**config.mk**
```make
export PLATFORM = sky130hd
export DESIGN_NAME = cfg_stream_engine
export DESIGN_NICKNAME = d
export VERILOG_FILES = /design/src/rtl/cfg_stream_pkg.sv /design/src/rtl/cfg_hdr_decode.sv /design/src/rtl/cfg_frame_track.sv /design/src/rtl/cfg_stream_engine.sv
export SDC_FILE = /design/constraint.sdc
export NUM_CORES = 1
export LEC_CHECK = 0
export BUFFER_PORTS_ARGS = -buffer_cell sky130_fd_sc_hd__buf_4
export CORE_MARGIN = 5
export CORE_UTILIZATION = 40
export DETAILED_ROUTE_END_ITERATION = 10
export PLACE_DENSITY_LB_ADDON = 0.25
export SKIP_LAST_GASP = 1
export SLEW_MARGIN = 0
export SYNTH_ARGS = -nofsm -noshare
export SYNTH_HDL_FRONTEND = slang
export SYNTH_SLANG_ARGS = --single-unit
```
**constraint.sdc**
```tcl
create_clock -name clk -period 2.85 [get_ports clk]
set_input_delay 0.57 -clock clk [delete_from_list [all_inputs] [get_ports clk]]
set_output_delay 0.57 -clock clk [all_outputs]
set_load 0.05 [all_outputs]
```
**src/rtl/cfg_stream_pkg.sv**
```systemverilog
package cfg_stream_pkg;

    localparam int CNT_W = 27;

    typedef enum logic [1:0] {
        ST_HUNT,
        ST_HDR,
        ST_DATA
    } cfg_state_e;

    typedef enum logic [1:0] {
        HK_NOP,
        HK_WRITE,
        HK_LONG,
        HK_OTHER
    } hdr_kind_e;

    typedef struct packed {
        hdr_kind_e        kind;
        logic [4:0]       addr;
        logic [CNT_W-1:0] cnt;
    } hdr_t;

    // register addresses carried in header bits [17:13]
    localparam logic [4:0] RA_CRC   = 5'd0;
    localparam logic [4:0] RA_FAR   = 5'd1;
    localparam logic [4:0] RA_FDATA = 5'd2;
    localparam logic [4:0] RA_CMD   = 5'd4;
    localparam logic [4:0] RA_MASK  = 5'd6;
    localparam logic [4:0] RA_OPT   = 5'd9;
    localparam logic [4:0] RA_FLEN  = 5'd11;
    localparam logic [4:0] RA_ID    = 5'd14;

    // command codes
    localparam logic [4:0] OP_WCFG  = 5'd1;
    localparam logic [4:0] OP_RCRC  = 5'd7;
    localparam logic [4:0] OP_DRVHI = 5'd8;
    localparam logic [4:0] OP_CLKSW = 5'd9;
    localparam logic [4:0] OP_SHUT  = 5'd11;

    function automatic logic [31:0] crc_step(input logic [31:0] c, input logic [31:0] w);
        return {c[30:0], c[31]} ^ w;
    endfunction

endpackage

```
**src/rtl/cfg_hdr_decode.sv**
```systemverilog
module cfg_hdr_decode
    import cfg_stream_pkg::*;
(
    input  logic [31:0] word_i,
    output hdr_t        hdr_o
);

    always_comb begin
        hdr_o.kind = HK_OTHER;
        hdr_o.addr = word_i[17:13];
        hdr_o.cnt  = '0;
        if (word_i[31:29] == 3'b001) begin
            hdr_o.cnt = CNT_W'(word_i[10:0]);
            if (word_i[28:27] == 2'b00) begin
                hdr_o.kind = HK_NOP;
            end else if (word_i[28:27] == 2'b10) begin
                hdr_o.kind = HK_WRITE;
            end
        end else if (word_i[31:29] == 3'b010) begin
            hdr_o.kind = HK_LONG;
            hdr_o.cnt  = word_i[26:0];
        end
    end

endmodule

```
**src/rtl/cfg_frame_track.sv**
```systemverilog
module cfg_frame_track #(
    parameter int IDX_W   = 11,
    parameter int MINOR_W = 8
) (
    input  logic             clk,
    input  logic             rst_n,
    input  logic             load_i,
    input  logic [31:0]      far_i,
    input  logic             step_i,
    input  logic [IDX_W-1:0] flen_i,
    output logic [31:0]      far_o,
    output logic [IDX_W-1:0] idx_o
);

    typedef struct packed {
        logic [31:0]      far;
        logic [IDX_W-1:0] idx;
    } trk_t;

    trk_t q, d;

    always_comb begin
        d = q;
        if (load_i) begin
            d.far = far_i;
            d.idx = '0;
        end else if (step_i) begin
            if (q.idx == flen_i) begin
                d.idx = '0;
                d.far[MINOR_W-1:0] = q.far[MINOR_W-1:0] + 1'b1;
            end else begin
                d.idx = q.idx + 1'b1;
            end
        end
    end

    always_ff @(posedge clk or negedge rst_n) begin
        if (!rst_n) q <= '0;
        else        q <= d;
    end

    assign far_o = q.far;
    assign idx_o = q.idx;

    a_r10_idx_wrap: assert property (@(posedge clk) disable iff (!rst_n)
        (step_i && !load_i && idx_o == flen_i) |=> (idx_o == '0));

    a_r10_major_kept: assert property (@(posedge clk) disable iff (!rst_n)
        (step_i && !load_i) |=> (far_o[31:MINOR_W] == $past(far_o[31:MINOR_W])));

    a_r11_load_clears: assert property (@(posedge clk) disable iff (!rst_n)
        load_i |=> (idx_o == '0 && far_o == $past(far_i)));

endmodule

```
**src/rtl/cfg_stream_engine.sv**
```systemverilog
module cfg_stream_engine
    import cfg_stream_pkg::*;
#(
    parameter logic [31:0] SYNC_WORD = 32'hAA99_5566,
    parameter logic [31:0] DEVICE_ID = 32'h0140_D093,
    parameter int          IDX_W     = 11,
    parameter int          MINOR_W   = 8
) (
    input  logic             clk,
    input  logic             rst_n,
    input  logic             in_valid_i,
    input  logic [31:0]      in_word_i,
    output logic             sync_o,
    output logic             id_err_o,
    output logic             done_o,
    output logic [4:0]       cmd_o,
    output logic [31:0]      flen_o,
    output logic [31:0]      far_o,
    output logic [31:0]      mask_o,
    output logic [31:0]      opt_o,
    output logic [31:0]      idcode_o,
    output logic [31:0]      crc_o,
    output logic             wcfg_o,
    output logic             drive_high_o,
    output logic             clk_sw_o,
    output logic             shutdown_o,
    output logic             fw_valid_o,
    output logic [31:0]      fw_addr_o,
    output logic [IDX_W-1:0] fw_idx_o,
    output logic [31:0]      fw_data_o
);

    typedef struct packed {
        cfg_state_e       st;
        logic             sync;
        logic [4:0]       addr;
        logic [CNT_W-1:0] remain;
        logic             armed;
        logic [4:0]       cmd;
        logic [31:0]      flen;
        logic [31:0]      mask;
        logic [31:0]      opt;
        logic [31:0]      idcode;
        logic [31:0]      crc;
        logic             id_err;
        logic             done;
        logic             wcfg;
        logic             drvhi;
        logic             clksw;
        logic             shut;
        logic             fw_valid;
        logic [31:0]      fw_addr;
        logic [IDX_W-1:0] fw_idx;
        logic [31:0]      fw_data;
    } eng_t;

    eng_t q, d;
    hdr_t hdr;
    logic             trk_load;
    logic             trk_step;
    logic [31:0]      trk_far;
    logic [IDX_W-1:0] trk_idx;

    cfg_hdr_decode u_dec (
        .word_i (in_word_i),
        .hdr_o  (hdr)
    );

    cfg_frame_track #(
        .IDX_W   (IDX_W),
        .MINOR_W (MINOR_W)
    ) u_trk (
        .clk    (clk),
        .rst_n  (rst_n),
        .load_i (trk_load),
        .far_i  (in_word_i),
        .step_i (trk_step),
        .flen_i (q.flen[IDX_W-1:0]),
        .far_o  (trk_far),
        .idx_o  (trk_idx)
    );

    always_comb begin
        d          = q;
        d.fw_valid = 1'b0;
        trk_load   = 1'b0;
        trk_step   = 1'b0;
        if (in_valid_i) begin
            case (q.st)
                ST_HUNT: begin
                    if (in_word_i == SYNC_WORD) begin
                        d.sync = 1'b1;
                        d.st   = ST_HDR;
                    end
                end
                ST_HDR: begin
                    d.armed = 1'b0;
                    case (hdr.kind)
                        HK_WRITE: begin
                            d.addr = hdr.addr;
                            if (hdr.cnt == '0) begin
                                d.armed = 1'b1;
                            end else begin
                                d.remain = hdr.cnt;
                                d.st     = ST_DATA;
                            end
                        end
                        HK_LONG: begin
                            if (q.armed && hdr.cnt != '0) begin
                                d.remain = hdr.cnt;
                                d.st     = ST_DATA;
                            end
                        end
                        default: ;
                    endcase
                end
                default: begin
                    d.remain = q.remain - 1'b1;
                    if (q.remain == CNT_W'(1)) d.st = ST_HDR;
                    if (q.addr != RA_CRC) d.crc = crc_step(q.crc, in_word_i);
                    case (q.addr)
                        RA_CRC:  d.crc = in_word_i;
                        RA_FAR:  trk_load = 1'b1;
                        RA_FDATA: begin
                            if (q.wcfg && !q.id_err) begin
                                d.fw_valid = 1'b1;
                                d.fw_addr  = trk_far;
                                d.fw_idx   = trk_idx;
                                d.fw_data  = in_word_i;
                                trk_step   = 1'b1;
                                if (q.remain == CNT_W'(1)) d.done = 1'b1;
                            end
                        end
                        RA_CMD: begin
                            d.cmd = in_word_i[4:0];
                            case (in_word_i[4:0])
                                OP_WCFG:  d.wcfg  = 1'b1;
                                OP_RCRC:  d.crc   = '0;
                                OP_DRVHI: d.drvhi = 1'b1;
                                OP_CLKSW: d.clksw = 1'b1;
                                OP_SHUT:  d.shut  = 1'b1;
                                default: ;
                            endcase
                        end
                        RA_MASK: d.mask = in_word_i;
                        RA_OPT:  d.opt  = in_word_i;
                        RA_FLEN: d.flen = in_word_i;
                        RA_ID: begin
                            d.idcode = in_word_i;
                            if (in_word_i != DEVICE_ID) d.id_err = 1'b1;
                        end
                        default: ;
                    endcase
                end
            endcase
        end
    end

    always_ff @(posedge clk or negedge rst_n) begin
        if (!rst_n) begin
            q    <= '0;
            q.st <= ST_HUNT;
        end else begin
            q <= d;
        end
    end

    assign sync_o       = q.sync;
    assign id_err_o     = q.id_err;
    assign done_o       = q.done;
    assign cmd_o        = q.cmd;
    assign flen_o       = q.flen;
    assign far_o        = trk_far;
    assign mask_o       = q.mask;
    assign opt_o        = q.opt;
    assign idcode_o     = q.idcode;
    assign crc_o        = q.crc;
    assign wcfg_o       = q.wcfg;
    assign drive_high_o = q.drvhi;
    assign clk_sw_o     = q.clksw;
    assign shutdown_o   = q.shut;
    assign fw_valid_o   = q.fw_valid;
    assign fw_addr_o    = q.fw_addr;
    assign fw_idx_o     = q.fw_idx;
    assign fw_data_o    = q.fw_data;

    a_r1_no_write_unsynced: assert property (@(posedge clk) disable iff (!rst_n)
        !sync_o |-> !fw_valid_o);

    a_r1_sync_sticky: assert property (@(posedge clk) disable iff (!rst_n)
        sync_o |=> sync_o);

    a_r7_err_sticky: assert property (@(posedge clk) disable iff (!rst_n)
        id_err_o |=> id_err_o);

    a_r9_err_blocks: assert property (@(posedge clk) disable iff (!rst_n)
        id_err_o |-> !fw_valid_o);

    a_r9_needs_wcfg: assert property (@(posedge clk) disable iff (!rst_n)
        fw_valid_o |-> wcfg_o);

    a_r12_done_sticky: assert property (@(posedge clk) disable iff (!rst_n)
        done_o |=> done_o);

endmodule

```
* After elaboration in Yosys (flattened, before gate mapping)
Index checks and enable logic that the tools add are counted.
Storage, ports and cells: flip-flop bits (word level) 326, bits of input ports 35, output and inout bits 280, logic and storage cells 124
Cells by class: add/sub/neg operators 3, equality and inequality tests 26, muxes and demuxes 36, bitwise logic cells 3, reductions and logical operators 32
Operators with widths (count):
- $mux W76 | 4
- $mux W27 | 4
- $pmux W27 S2 | 2
- $mux W32 | 2
- $pmux W32 S2 | 1
- $mux W19 | 2
- $eq A32 B32 Y1 const B | 1
- $ne A32 B25 Y1 const B | 1
- $xor A32 B32 Y32 | 1
- $eq A5 B4 Y1 const B | 6
- $eq A27 B1 Y1 const B | 1
- $logic_not A27 Y1 | 1
- $reduce_bool A27 Y1 | 1
- $sub A27 B1 Y27 const B | 1
- $reduce_and A4 Y1 | 6
- $reduce_and A3 Y1 | 7
- $eq A5 B3 Y1 const B | 3
- $mux W2 | 6
- $add A11 B1 Y11 const B | 1
- $eq A11 B11 Y1 | 1
- $mux W11 | 1
- $eq A5 B1 Y1 const B | 2
- $mux W1 | 10
- $reduce_and A5 Y1 | 2
- other kinds (23) | 33

* Depth between registers and ports, before layout
Gate-level depths: netlist (run 1).
depth after elaboration 8, mapped depth 9, depth with buffers taken out 7

* Cells and area by module
A second synthesis (run 1) with hierarchy kept.
Second synthesis, totals: cells, all modules 1543, area, all modules 16121.7 µm²
Modules (own cells, without submodules):
- cfg_stream_engine | instances 1, cells each 1324, area each 13720.7 µm², sequential area each 7081.8 µm²
- cfg_frame_track | instances 1, cells each 178, area each 2053.2 µm², sequential area each 1076.0 µm²
- cfg_hdr_decode | instances 1, cells each 41, area each 347.8 µm², sequential area each 0.0 µm²

* Worst setup path after synthesis (run 1)
OpenSTA, ideal clock, no wires.
path kind input-to-reg, start input port in_word_i[18], end register q[249] in the netlist's numbering, setup time 0.128 ns, arrival 2.113 ns, data required time 2.722 ns, setup slack 0.610 ns, cell stages on the path 6, buffers on the path 1, cell sequence clkbuf_1 nor3_1 a21boi_1 a311o_1 o311a_1 mux2_1
Between the ends: longest elaborated chain between the ends 6, elaborated cells between the ends (all ways) 8
Ends and longest elaborated chain:
- from (decl) | line cfg_stream_engine.sv:12 | input logic [31:0] in_word_i,
- $mux W27 * | line cfg_hdr_decode.sv:19 | end else if (word_i[31:29] == 3'b010) begin
- $mux W27 * | line cfg_hdr_decode.sv:12 | if (word_i[31:29] == 3'b001) begin
- $reduce_bool A27 Y1 | line cfg_stream_engine.sv:109 | if (q.armed && hdr.cnt != '0) begin
- $logic_and A1 B1 Y1 | line cfg_stream_engine.sv:109
- $ne A3 B3 Y1 (no line)
- $reduce_and A5 Y1 (no line) *
- to (decl) | line cfg_stream_engine.sv:57 | eng_t q, d;
Mark *: on every way between the ends. The rest lies on a longest branch, timed or not. A chain may end at the register's enable or synchronous reset.

* Worst setup path in the final report (run 1)
start register q[278] in the netlist's numbering, end register u_trk.q, in the netlist u_trk.far_o[6]
Between the ends: longest elaborated chain between the ends 6, elaborated cells between the ends (all ways) 12
Ends and longest elaborated chain:
- $eq A5 B1 Y1 or $eq A5 B2 Y1 (tied branches) | line cfg_stream_engine.sv:121 | case (q.addr)
- $mux W1 | line cfg_stream_engine.sv:121
- $mux W1 | line cfg_stream_engine.sv:89 | case (q.st)
- $mux W1 | line cfg_stream_engine.sv:88 | if (in_valid_i) begin
- $reduce_bool A2 Y1 (no line)
- $reduce_and A2 Y1 (no line)
- to (signal assigned) | line cfg_frame_track.sv:38 | if (!rst_n) q <= '0;
- to (signal assigned) | line cfg_frame_track.sv:39 | else q <= d;
- to (decl) | line cfg_frame_track.sv:20 | trk_t q, d;
Several ways; a longest one is shown, not always the timed one.

==> out/qor.yml, run 1 <==
sta:
  final.min_clock_period_ps: 2390
  setup_tns_ps: 0
  slew_viol_final: 0
  fmax_ghz: 0.419
  maxSlewHeadroom_pct: 46.9
  tightest_slew_ps: 794
  hold_viol: 0
  timing.clock.skew_ps: 17.1
  fin_crit_sh_pct: 83.8
  setup_viol: 0
  rsz0062_at_grt: "no"
pwr:
  power_density_nw_per_um2: 640
  vdd_drop_max_mv: 0.408
  leakage_nw: 9.94
finish:
  multi_input_area_um2: 5870
  final_cell_area_um2: 19200
  num-fill-cells: 3845
  diodes: 0
  syn_to_final_growth_pct: 18.1
  drive_above_1_share_pct: 35.1
  seq_area_um2: 8160
  fin_nets: 1778
clocking:
  clock_sinks: 326
  cts_made_buffers: 38
  root_buffer: "clkbuf_16"
  clkLatencyLatePin_ps: 550
  cts_tree: "done"
  cts_max_level: 2
  clk_path_buf_depth: 3
  cts-resized-gates: 0
  clk_pin_slew_ps: 60
global_route:
  first_global_vias: 12433
  grt.total_usage_pct: 23.8
  grt_start_max_net_pins: 68
  grt.overflow.total: 0
  grt_pass1_wl_um: 81400
  antenna_found_initial: 3
detailed_routing:
  drt_iter0_drc: 1107
  ant_nets: 0
  dr.pass1.iters: 5
  drcViolationCount: 0
  num_vias: 12520
  vias_per_cell: 5.45
  wirelength_um: 54200
  routedWlPerCell_um: 23.6
logic_synthesis:
  synth_warnings: 0
  post-synth-top-count-cell: "nand2_1"
  synth_area_per_cell_um2: 9.92
  synthTopCellsByArea: "dfrtp_1 50%, buf_4 11%, mux2_2 8.8%"
  synth_ff_type: "dfrtp_1"
  synth_top_cell_area_share_pct: 50.1
  synthesis.nets: 1682
  synthCells: 1643
  synth_area_um2: 16300
  synth_common_cells: "334 x nand2_1, 326 x dfrtp_1, 241 x buf_4, 127 x mux2_2, 80 x clkbuf_1"
  ys_seq_area_share_pct: 50.1
  synth_edf_count: 0
  synth_top_area_cell: "dfrtp_1"
  synthArstFlopShare_pct: 100
  yosysUniqueCellTypes: 67
  synth_seq_cells: 326
worst_setup_path:
  crit_required_ps: 3310
  crit_slowest_cell: "or4_1"
  endpoint_kind: "flip-flop"
  start_kind: "flip-flop"
  crit_chain: "or3_4 > nor4_2 > nand4_2 > or4_1 > a31oi_1"
  crit_fanout: 9
  cp_top_family: "simple AND/OR/NAND/NOR gates"
  arrival_ps: 2850
  worst-path-buf-inv: 0
  slowest_delay_ps: 570
  criticalPathCategory: "flip-flop to flip-flop"
place:
  placed_cell_area_um2: 17800
  place_congestion: 0.918
  dp_hpwl_um: 37300
  io_buffers: 314
floorplanning:
  die_h_um: 212
  core_area_um2: 40600
  die_x_um: 212
  start_util_pct: 40.2
  pin_count: 315
  die-area_um2: 44900
  rows: 74
run_status:
  outcome: "completed"
job:
  drv_cap: 0
hold_path:
  min_path_type: "primary input to flip-flop"
==> per-layer routing <==
| metal | up-vias | global-route usage, % | part of all wire [%] |
|---|---|---|---|
| li1 | 5614 | - | - |
| met3 | 102 | 5.82 | 8.1 |
| met5 | - | 0 | 0.039 |
| met1 | 6266 | 32.7 | 42 |
| met2 | 534 | 38.0 | 47 |
| met4 | 4 | 6.40 | 2.8 |
==> layout by cell type, fill, tap and decap left out, types with 6 or more instances in the layout <==
| master | count |
|---|---|
| xor2_1 | 13 |
| nand3_1 | 20 |
| dfrtp_1 | 326 |
| nor3_1 | 22 |
| a21oi_1 | 60 |
| and3_1 | 10 |
| nand4_1 | 7 |
| a31oi_1 | 43 |
| clkbuf_16 | 41 |
| buf_4 | 397 |
| inv_1 | 13 |
| nand3b_1 | 29 |
| nand2_1 | 334 |
| a32oi_1 | 8 |
| a32o_1 | 9 |
| o21ai_0 | 57 |
| nor2_1 | 62 |
| nor4_1 | 9 |
| or4_1 | 6 |
| clkbuf_8 | 9 |
| o22ai_1 | 12 |
| or3_1 | 6 |
| a22oi_1 | 13 |
| o31ai_1 | 8 |
| nor3b_1 | 6 |
| bufinv_16 | 7 |
| mux2_2 | 127 |
| nand2b_1 | 7 |
==> power by group <==
| group | total (W) | leakage (nW) | internal, W | switching [W] |
|---|---|---|---|---|
| Combinational | 0.00175 | 4.84 | 0.000542 | 0.00121 |
| Sequential | 0.00508 | 4.41 | 0.00483 | 0.000251 |
| Clock | 0.00548 | 0.695 | 0.00347 | 0.00201 |
| Total | 0.0123 | 9.94 | 0.00884 | 0.00347 |
==> state kept, by name, summed over array words and instances, names as in the netlist, 5 cells and up <==
register and count:
fw_idx_o 11, fw_data_o 32, idcode_o 32, crc_o 32, u_trk.far_o 32, cmd_o 5
mask_o 32, flen_o 32, u_trk.idx_o 11, opt_o 32, fw_addr_o 32, q 35
==> cell families (layout without fill, tap and decap cells) <==
family                   after synthesis  count (layout)  share of synthesized area, %
XOR/XNOR                              13              13                         0.699
multiplexers                         130             130                          8.97
adder cells (fa/ha/maj)                4               4                         0.307
buffers and inverters                360             483                          14.1
flip-flops                           326             326                          50.1
AND/OR/NAND/NOR                      557             557                          15.9
AO/OA/AOI/OAI                        253             253                          9.98
==> worst reg2reg max path, stage by stage, from the launching register on <==
cell and delay [ps]:
dfrtp_1 500, or3_4 400, nor4_2 350, nand4_2 300, or4_1 570, a31oi_1 180
==> what timing repair did <==
item,in CTS,in global routing
endpoints found under the hold margin,7,0
buffers inserted,0,0
hold buffers,1,0
==> stage by stage <==
stage	std cells	power (W)	util (%)	hold slack, ps	setup slack (ps)
floorplan	1643	0.00631	-	274	610
global placement	2230	0.00688	43.9	449	87.2
detailed placement	2230	0.00691	43.9	448	128
CTS	2298	0.0124	47.4	312	487
global route	2298	0.0128	47.4	329	347
finish	2298	0.0123	47.4	341	462
==> path summary, 6_finish.rpt <==
kind | start | end | slack [ps] | cells past startpoint
worst max-delay path | q[278] | u_trk.far_o[6] | 460 | 5
worst min-delay path | in_word_i[17] | fw_data_o[17] | 340 | 3
worst max register to register | q[278] | u_trk.far_o[6] | 460 | 5
min in group asynchronous | rst_n | fw_data_o[30] | 570 | 2
max in group asynchronous | rst_n | fw_data_o[18] | 1470 | 3
worst min register to register | done_o | done_o | 460 | 1
==> final cells by class <==
class	count	area share, %
clock buffers	52	6.02
well taps	532	3.46
clock inverters	15	1.35
flip-flops and latches	326	42.4
multi-input cells	957	30.5
inverters	14	0.299
repair buffers	402	15.9
Note: power is estimated with default switching activity, not from simulation.
==> run 2: changes to the inputs <==
clock period = 2.2 ns   (was 2.85 ns; I/O delays follow)
==> out/qor.yml, run 2 (synthesized netlist as in run 1, its figures left out) <==
detailed_routing:
  ant_nets: 0
  drcViolationCount: 0
  vias_per_cell: 5.32
  routedWlPerCell_um: 22.8
  dr.pass1.iters: 5
  num_vias: 12535
  wirelength_um: 53700
  drt_iter0_drc: 1119
pwr:
  p_clk_share_pct: 42.6
  p_total_w: 0.0156
  p_sw_w: 0.00451
  pwr-share-seq_pct: 42.3
  vdd_drop_max_mv: 0.464
  leakage_nw: 10.3
  power_density_nw_per_um2: 789
  internal_power_w: 0.0110
  switching_share_pct: 29.0
  pwr-share-comb_pct: 15.2
global_route:
  grt.overflow.total: 0
  grt.total_usage_pct: 23.9
  antenna_found_initial: 4
  grt_pass1_wl_um: 81500
  first_global_vias: 12612
  grt_start_max_net_pins: 63
worst_setup_path:
  cp_top_family: "simple AND/OR/NAND/NOR gates"
  crit_fanout: 8
  crit_chain: "or3_4 > nor4_4 > nand4_4 > or4_1 > a31oi_1"
  crit_required_ps: 2660
  start_kind: "flip-flop"
  criticalPathCategory: "flip-flop to flip-flop"
  crit_slowest_cell: "or4_1"
  endpoint_kind: "flip-flop"
  worst-path-buf-inv: 0
  slowest_delay_ps: 540
  arrival_ps: 2600
  rrSetupSlack_ps: 60
sta:
  setup_ws_ps: 57.8
  rsz0062_at_grt: "yes"
  fmax_ghz: 0.467
  maxSlewHeadroom_pct: 50.8
  hold_viol: 0
  timing.clock.skew_ps: 17.4
  fin_crit_sh_pct: 97.4
  slew_viol_final: 0
  tightest_slew_ps: 738
  setup_tns_ps: 0
  setup_viol: 0
  final.min_clock_period_ps: 2140
finish:
  instances_no_fill: 2357
  diodes: 0
  layout_commonest_cell: "buf_4"
  fin_nets: 1837
  final_cell_mix: "448 x buf_4, 334 x nand2_1, 326 x dfrtp_1"
  largest_register: "q"
  drive_above_1_share_pct: 37.3
  syn_to_final_growth_pct: 21.1
  final_core_util_pct: 48.6
  largest_reg_flops: 35
  num-fill-cells: 3788
clocking:
  clk_pin_slew_ps: 60
  cts_made_buffers: 38
  root_buffer: "clkbuf_16"
  cts_max_level: 2
  clk_path_buf_depth: 3
  clock_sinks: 326
  clkLatencyLatePin_ps: 550
  cts_tree: "done"
floorplanning:
  die-area_um2: 44900
  pin_count: 315
  core_area_um2: 40600
  rows: 74
  die_x_um: 212
  start_util_pct: 40.2
  die_h_um: 212
place:
  place_congestion: 0.923
  dp_hpwl_um: 37500
  dp_cells: 2284
  io_buffers: 314
  preCtsSetupSlack_ps: -270
hold_path:
  min_path_type: "primary input to flip-flop"
run_status:
  outcome: "completed"
job:
  drv_cap: 0
==> run 2: cell type report <==
| type | count | area [um^2] | share of cell area [%] |
|---|---|---|---|
| Tap cell | 532 | 666 | 3.37 |
| Timing Repair Buffer | 461 | 3600 | 18.2 |
| Sequential cell | 326 | 8160 | 41.4 |
| Clock buffer | 53 | 1160 | 5.89 |
| Multi-Input combinational cell | 957 | 5930 | 30.0 |
| Inverter | 14 | 65.1 | 0.330 |
| Clock inverter | 14 | 150 | 0.761 |
==> run 2: power by group through the flow <==
| stage | combinational, W | clock [W] | sequential, W |
|---|---|---|---|
| after floorplan | 0.00156 | 0 | 0.00662 |
| after global placement | 0.00234 | 0 | 0.00666 |
| after detailed placement | 0.00237 | 0 | 0.00667 |
| after CTS | 0.00237 | 0.00679 | 0.00656 |
| after global routing | 0.00252 | 0.00701 | 0.00661 |
| final | 0.00236 | 0.00662 | 0.00658 |
==> run 2: worst paths after layout <==
path / endpoint / cells past startpoint / from
min in group asynchronous: flen_o[26] / 2 / rst_n
min reg2reg: done_o / 1 / done_o
max reg2reg: u_trk.far_o[6] / 5 / q[275]
min: u_trk.far_o[3] / 3 / in_word_i[3]
max: u_trk.far_o[6] / 5 / q[275]
max in group asynchronous: fw_data_o[13] / 3 / rst_n
==> run 2: stage by stage <==
| step | area [um^2] | hold WS (ps) |
|---|---|---|
| floorplan | 16300 | 144 |
| finish | 19700 | 266 |
| global route | 19700 | 254 |
| global placement | 18300 | 399 |
| detailed placement | 18300 | 401 |
| CTS | 19600 | 234 |
==> run 2: worst min-delay path, cell delays in order <==
cell     delay, ps
buf_4          170
nor2_1         110
a31oi_1         40
==> run 2: repair_timing <==
action | CTS | global route
setup endpoints to repair | 2 | 15
pin swaps | 1 | 4
hold buffers | 1 | 0
gates resized for setup | 1 | 11
endpoints found under the hold margin | 42 | 0
setup buffers | 0 | 5
==> run 2: layer usage <==
layer / share of wire [%] / GRT usage (%) / vias up
met2: 47 / 38.2 / 483
met4: 3.2 / 7.44 / 2
met3: 8.1 / 5.44 / 95
li1: - / - / 5735
met1: 42 / 32.5 / 6220
met5: 0.013 / 0 / -
